File: src/rtl/seg_xlate_pkg.sv
package seg_xlate_pkg;
  parameter int SEGX_OFF_W = 20;
  parameter int SEGX_PA_W  = 24;

  localparam int RIGHT_RD = 0;
  localparam int RIGHT_WR = 1;
  localparam int RIGHT_EX = 2;
  localparam int RIGHT_W  = 3;

  typedef enum logic [1:0] {
    ACC_READ  = 2'b00,
    ACC_WRITE = 2'b01,
    ACC_FETCH = 2'b10,
    ACC_RSVD  = 2'b11
  } acc_kind_e;

  typedef struct packed {
    logic [SEGX_PA_W-1:0]  base;
    logic [SEGX_OFF_W-1:0] limit;
    logic [RIGHT_W-1:0]    rights;
  } seg_desc_t;

  // start + offset, wrapping at the top of physical space
  function automatic logic [SEGX_PA_W-1:0] seg_phys(
    input logic [SEGX_PA_W-1:0]  base,
    input logic [SEGX_OFF_W-1:0] off
  );
    return base + SEGX_PA_W'(off);
  endfunction

  function automatic logic seg_in_span(
    input logic [SEGX_OFF_W-1:0] off,
    input logic [SEGX_OFF_W-1:0] limit
  );
    return off < limit;
  endfunction

  function automatic logic seg_kind_allowed(
    input logic [1:0]         kind,
    input logic [RIGHT_W-1:0] rights
  );
    logic ok;
    case (kind)
      ACC_READ:  ok = rights[RIGHT_RD];
      ACC_WRITE: ok = rights[RIGHT_WR];
      ACC_FETCH: ok = rights[RIGHT_EX];
      default:   ok = 1'b0;
    endcase
    return ok;
  endfunction
endpackage

File: src/rtl/seg_desc_table.sv
module seg_desc_table
  import seg_xlate_pkg::*;
#(
  parameter int SEG_CNT   = 4,
  parameter int SEG_IDX_W = 3
) (
  input  logic                          clk,
  input  logic                          rst_n,
  input  logic                          wr_en,
  input  logic [SEG_IDX_W-1:0]          wr_idx,
  input  seg_desc_t                     wr_desc,
  output seg_desc_t [SEG_CNT-1:0]       tbl
);
  always_ff @(posedge clk) begin
    if (!rst_n) begin
      tbl <= '0;
    end else if (wr_en) begin
      for (int i = 0; i < SEG_CNT; i++) begin
        if (wr_idx == SEG_IDX_W'(i)) tbl[i] <= wr_desc;
      end
    end
  end
endmodule

File: src/rtl/seg_check.sv
module seg_check
  import seg_xlate_pkg::*;
#(
  parameter int SEG_CNT   = 4,
  parameter int SEG_IDX_W = 3
) (
  input  seg_desc_t [SEG_CNT-1:0]       tbl,
  input  logic [SEG_IDX_W-1:0]          seg,
  input  logic [SEGX_OFF_W-1:0]         off,
  input  logic [1:0]                    kind,
  output logic [SEGX_PA_W-1:0]          pa,
  output logic                          bnd_flt,
  output logic                          perm_flt
);
  seg_desc_t sel;
  logic      hit;

  always_comb begin
    hit = 1'b0;
    sel = '0;
    for (int i = 0; i < SEG_CNT; i++) begin
      if (seg == SEG_IDX_W'(i)) begin
        hit = 1'b1;
        sel = tbl[i];
      end
    end
  end

  assign bnd_flt  = !hit || !seg_in_span(off, sel.limit);
  assign perm_flt = hit && !seg_kind_allowed(kind, sel.rights);
  assign pa       = seg_phys(sel.base, off);
endmodule

File: src/rtl/seg_xlate.sv
module seg_xlate
  import seg_xlate_pkg::*;
#(
  parameter int SEG_CNT   = 4,
  parameter int SEG_IDX_W = 3
) (
  input  logic                   clk,
  input  logic                   rst_n,
  input  logic                   cfg_we,
  input  logic                   cfg_priv,
  input  logic [SEG_IDX_W-1:0]   cfg_idx,
  input  logic [SEGX_PA_W-1:0]   cfg_base,
  input  logic [SEGX_OFF_W-1:0]  cfg_limit,
  input  logic [RIGHT_W-1:0]     cfg_perm,
  input  logic                   req_vld,
  input  logic [SEG_IDX_W-1:0]   req_seg,
  input  logic [SEGX_OFF_W-1:0]  req_off,
  input  logic [1:0]             req_kind,
  output logic                   rsp_vld,
  output logic [SEGX_PA_W-1:0]   rsp_pa,
  output logic                   rsp_pa_ok,
  output logic                   rsp_bnd_flt,
  output logic                   rsp_perm_flt
);
  seg_desc_t [SEG_CNT-1:0] seg_tbl;
  seg_desc_t               load_desc;
  logic                    load_go;
  logic [SEGX_PA_W-1:0]    chk_pa;
  logic                    chk_bnd;
  logic                    chk_perm;
  logic                    chk_clean;

  assign load_go   = cfg_we && cfg_priv;
  assign load_desc = '{base: cfg_base, limit: cfg_limit, rights: cfg_perm};

  seg_desc_table #(.SEG_CNT(SEG_CNT), .SEG_IDX_W(SEG_IDX_W)) u_table (
    .clk     (clk),
    .rst_n   (rst_n),
    .wr_en   (load_go),
    .wr_idx  (cfg_idx),
    .wr_desc (load_desc),
    .tbl     (seg_tbl)
  );

  seg_check #(.SEG_CNT(SEG_CNT), .SEG_IDX_W(SEG_IDX_W)) u_check (
    .tbl      (seg_tbl),
    .seg      (req_seg),
    .off      (req_off),
    .kind     (req_kind),
    .pa       (chk_pa),
    .bnd_flt  (chk_bnd),
    .perm_flt (chk_perm)
  );

  assign chk_clean = !chk_bnd && !chk_perm;

  always_ff @(posedge clk) begin
    if (!rst_n) begin
      rsp_vld      <= 1'b0;
      rsp_pa       <= '0;
      rsp_pa_ok    <= 1'b0;
      rsp_bnd_flt  <= 1'b0;
      rsp_perm_flt <= 1'b0;
    end else begin
      rsp_vld      <= req_vld;
      rsp_pa       <= (req_vld && chk_clean) ? chk_pa : '0;
      rsp_pa_ok    <= req_vld && chk_clean;
      rsp_bnd_flt  <= req_vld && chk_bnd;
      rsp_perm_flt <= req_vld && chk_perm;
    end
  end
endmodule

File: config.mk
export PLATFORM = sky130hd
export DESIGN_NAME = seg_xlate
export DESIGN_NICKNAME = d
export VERILOG_FILES = /design/src/rtl/seg_xlate_pkg.sv /design/src/rtl/seg_desc_table.sv /design/src/rtl/seg_check.sv /design/src/rtl/seg_xlate.sv
export SDC_FILE = /design/constraint.sdc
export NUM_CORES = 1
export LEC_CHECK = 0
export ABC_CLOCK_PERIOD_IN_PS = 4550
export BUFFER_PORTS_ARGS = -buffer_cell sky130_fd_sc_hd__buf_2
export CAP_MARGIN = 20
export CELL_PAD_IN_SITES_DETAIL_PLACEMENT = 1
export CELL_PAD_IN_SITES_GLOBAL_PLACEMENT = 1
export CORE_ASPECT_RATIO = 1.2
export CORE_UTILIZATION = 45
export CTS_CLUSTER_DIAMETER = 120
export DETAILED_ROUTE_END_ITERATION = 16
export PLACE_DENSITY_LB_ADDON = 0.1
export SLEW_MARGIN = 40
export SYNTH_ARGS = -nofsm -noshare
export SYNTH_HDL_FRONTEND = slang
export SYNTH_SLANG_ARGS = --single-unit
File: constraint.sdc
create_clock -name clk -period 4.55 [get_ports clk]
set_input_delay 0.6825 -clock clk [delete_from_list [all_inputs] [get_ports clk]]
set_output_delay 0.6825 -clock clk [all_outputs]
set_load 0.01 [all_outputs]
==> impl_summary.txt <==
----------------------------------------------------
[Global route]
  Pin count of the biggest net entering global routing ... 82
  Antenna violations before repair ... 4
  Via count of the first global-routing pass ... a little over 9000
  Global-route wire length before repair ... ~50000 microns
  Total routing usage reported by global routing ... 26.70%
  Grt total ovfl ... 0

[Yosys]
  Syn_nets ... about 1300
  Mean area per synthesized cell ... 8.836 sq um
  Most used DFF post-synth ... dfxtp_1
  Fraction of the yosys area taken by sequential cells ... 41.37%
  Async set or reset register ratio after synthesis ... 0%
  Combined area of all synthesized cells ... approximately 10000 sq um
  Number of register bits inferred by synthesis ... about 220
  Number of library cell types mapped by synthesis ... 56
  Number of enable flip-flop cells after synthesis ... 0
  Synthesized instance count ... around 1200
  Number of warnings issued by yosys ... 0

[Route]
  Detailed-route wire length on metal 1 ... 14250 microns
  Initial DRT Pass Iterations ... 4
  Detailed-route wire length per cell ... a little under 20 microns
  Starting DRT DRC Count ... roughly 400
  DR WL met2 ... 14400 microns
  Highest routing layer actually used ... met5
  Number of nets with antenna violations after routing ... 0
  Final WL ... between 30000 and 40000 microns
  Detailed-route via count ... roughly 8600
  Vias per cell ... ~5.5
  Met3 routed wirelength ... 1648 microns
  Final routed DRC violation total ... 0

[Finish]
  Most frequent standard cell in the layout excluding fill and tap cells ... nand2_1
  Layout net count ... between 1000 and 1500
  Top library cells by usage in the layout, fill and taps aside ... nand2_1 (388), dfxtp_1 (216), a21boi_0 (188), buf_2 (105), mux4_2 (40)
  Area grow syn2layout ... 14.98%
  Layout cell share with drive strength beyond 1 ... between 10% and 20%

[Floorplanning]
  Effective utilization at floorplan ... ~46%
  Core box area ... ~23000 sq um
  Boundary pin count ... around 110
  DIE WIDTH ... between 100 and 150 microns
  Floorplan row count ... 60
  Vertical extent of the die ... roughly 170 microns
  Area of the die ... about 24000 sq um

[CTS]
  Clock latency reported for the late side of the worst-skew pair ... about 520 ps
  Hold-fix buffers, CTS ... 0
  Clock-pin transition on the worst setup and hold timing paths ... around 60 ps
  TritonCTS clock tree ... built
  Number of gates resized after cts ... 0
  Cell at the root of the clock tree ... clkbuf_16
  Number of CTS-inserted buffers ... 24
  Number of buffers on the longest clock path ... 3
  CTS H-Tree Depth ... 1
  Number of setup buffers added after CTS ... 0
  Clock Sinks ... 216

[Job]
  Max-cap viol count ... 0

[STA]
  Final Hold Fails ... 0
  RSZ-0062 raised after global routing ... false
  Post-route fraction of the period consumed by the critical path ... approximately four fifths
  Max Transition Viols Final ... 0
  Highest attainable clock frequency ... 279.5 MHz
  Worst max-slew margin expressed relative to the limit ... just over 50%
  Final Setup Violations ... 0
  Total negative slack ... 0 ps
  Slew @ Worst Pin ... 736.9 ps
  Final critical-path required period ... about 3600 ps
  Largest clock skew in the final design ... 19.37 ps

[Worst hold path]
  Worst hold path startpoint ... cfg_limit[3]
  Worst min-delay path category ... input pin to flop
  WHS Path Cells ... 3

[Power]
  Internal power summed over all cells ... about 0.0032 W
  Power density cells ... between 300 and 400 nW/um^2
  IR Drop Worst-Case VDD ... roughly 310 uV
  Portion of total power attributed to the clock network ... a little under half
  Sw Share ... 23.43%
  Net switching power ... approximately 0.001 W
  Sequential share of power ... between 40% and 50%
  Combinational fraction of design power ... 7.5%
  Post-layout total power ... 0.004198 W
  Leak pwr ... ~4.4 nW

[Place]
  IO buf count ... between 100 and 150
  Global placer's final weighted congestion ... 0.8299
  Sum of net half-perimeters after detailed placement ... roughly 21000 microns

[Critical path]
  Critical path peak fanout ... 23
  Crit. Startpoint ... req_seg[0]
  Category of the worst setup path capture point ... flop
  Reg-to-Reg Start ... u_table.tbl[24]
  Kind of launch point of the worst setup path ... input pin
  Number of cells traversed by the worst register-to-register path ... 11
  Required time at the worst-slack endpoint ... about 5000 ps
  WS Path Type ... input pin to flop
  Data arrival at the endpoint of the critical path ... roughly 4000 ps

[Outcome]
  Result of the run ... finished, final reports clean

----------------------------------------------------
==> cell families (layout without fill, tap and decap cells) <==
| kind of cell | Yosys count | in the layout | share of synthesized area [%] |
|---|---|---|---|
| compound gates | 264 | 264 | 18.36 |
| xor+xnor | 16 | 16 | 1.341 |
| fa+ha+maj | 40 | 40 | 4.860 |
| buf+inv | 87 | 175 | 3.328 |
| flops | 216 | 216 | 41.37 |
| mux | 48 | 48 | 10.02 |
| other cells | 0 | 2 | 0 |
| simple gates | 512 | 512 | 20.72 |
==> synth_stat cells, types with 3 or more instances <==
cell type / number / area (sq um)
nand2_1: 390 / 1464
dfxtp_1: 216 / 4324
a21boi_0: 188 / 1411
clkbuf_1: 65 / 244.0
mux4_2: 40 / 900.9
ha_1: 39 / 488.0
nor2_1: 29 / 108.9
nor2b_1: 24 / 150.1
a21oi_1: 23 / 115.1
nand2b_1: 21 / 131.4
o21ai_0: 14 / 70.07
nor3_1: 12 / 60.06
xor2_1: 10 / 87.58
a21o_1: 8 / 60.06
buf_1: 8 / 30.03
inv_1: 7 / 26.28
xnor2_1: 6 / 52.55
a211oi_1: 5 / 37.54
and2_1: 5 / 31.28
buf_2: 5 / 25.02
nand3_1: 5 / 25.02
a31oi_1: 4 / 25.02
mux4_1: 4 / 105.1
nand4_1: 4 / 25.02
or3_1: 4 / 25.02
and3_1: 3 / 18.77
mux2i_1: 3 / 30.03
nand3b_1: 3 / 22.52
o21a_1: 3 / 22.52
==> metal layers <==
| layer | vias up | GRT usage, % |
|---|---|---|
| met3 | 41 | 4.356 |
| li1 | 4170 | - |
| met2 | 178 | 44.08 |
| met5 | - | 0 |
| met4 | 2 | 9.357 |
| met1 | 4256 | 35.27 |
==> sequential cells by signal (all words and copies together) (netlist names) <==
| signal | count |
|---|---|
| rsp_pa | 24 |
| rsp_vld | 1 |
| rsp_bnd_flt | 1 |
| rsp_pa_ok | 1 |
| rsp_perm_flt | 1 |
| u_table.tbl | 188 |
==> worst paths after layout <==
kind | end | slack, ps
min reg2reg | u_table.tbl[39] | 460
max reg2reg | rsp_pa[23] | 1310
max | rsp_pa[23] | 970
min | u_table.tbl[147] | 440
==> layout make-up <==
type | count | area (sq um)
Timing Repair Buffer | 125 | 675.6
Multi-Input combinational cell | 880 | 5803
Inverter | 7 | 26.28
Clock inverter | 4 | 47.55
Fill cell | 2636 | 10580
Clock buffer | 39 | 748.2
Antenna cell | 2 | 5.005
Tap cell | 310 | 387.9
Sequential cell | 216 | 4324
==> per-stage QoR <==
step	instances	cell area [sq um]	utilization, %	setup WS (ps)	hold WS [ps]
2_1_floorplan	1183	10450	-	372.1	438.6
3_3_place_gp	1538	11210	49.63	539.3	447.7
3_5_place_dp	1538	11220	49.63	417.0	455.5
4_1_cts	1581	12010	53.16	931.6	432.6
5_1_grt	1582	12020	53.17	536.0	442.9
6_report	1583	12020	53.18	971.9	443.2
==> power groups by stage <==
stage	clock network, W	registers (W)	logic [W]
2_1_floorplan	0	0.00196	0.000181
3_3_place_gp	0	0.00197	0.000310
6_report	0.00196	0.00193	0.000313
5_1_grt	0.00208	0.00193	0.000341
4_1_cts	0.00199	0.00193	0.000315
3_5_place_dp	0	0.00197	0.000314
==> critical path, cell delays in order <==
cell and delay (ps):
buf_4 390, mux4_2 580, nor2b_1 160, ha_1 360
a21oi_1 290, nand2_1 100, a211oi_1 420, o31ai_1 180
a2111oi_0 530, o21ai_0 170, a21oi_1 140
Note: power is estimated with default switching activity, not from simulation.
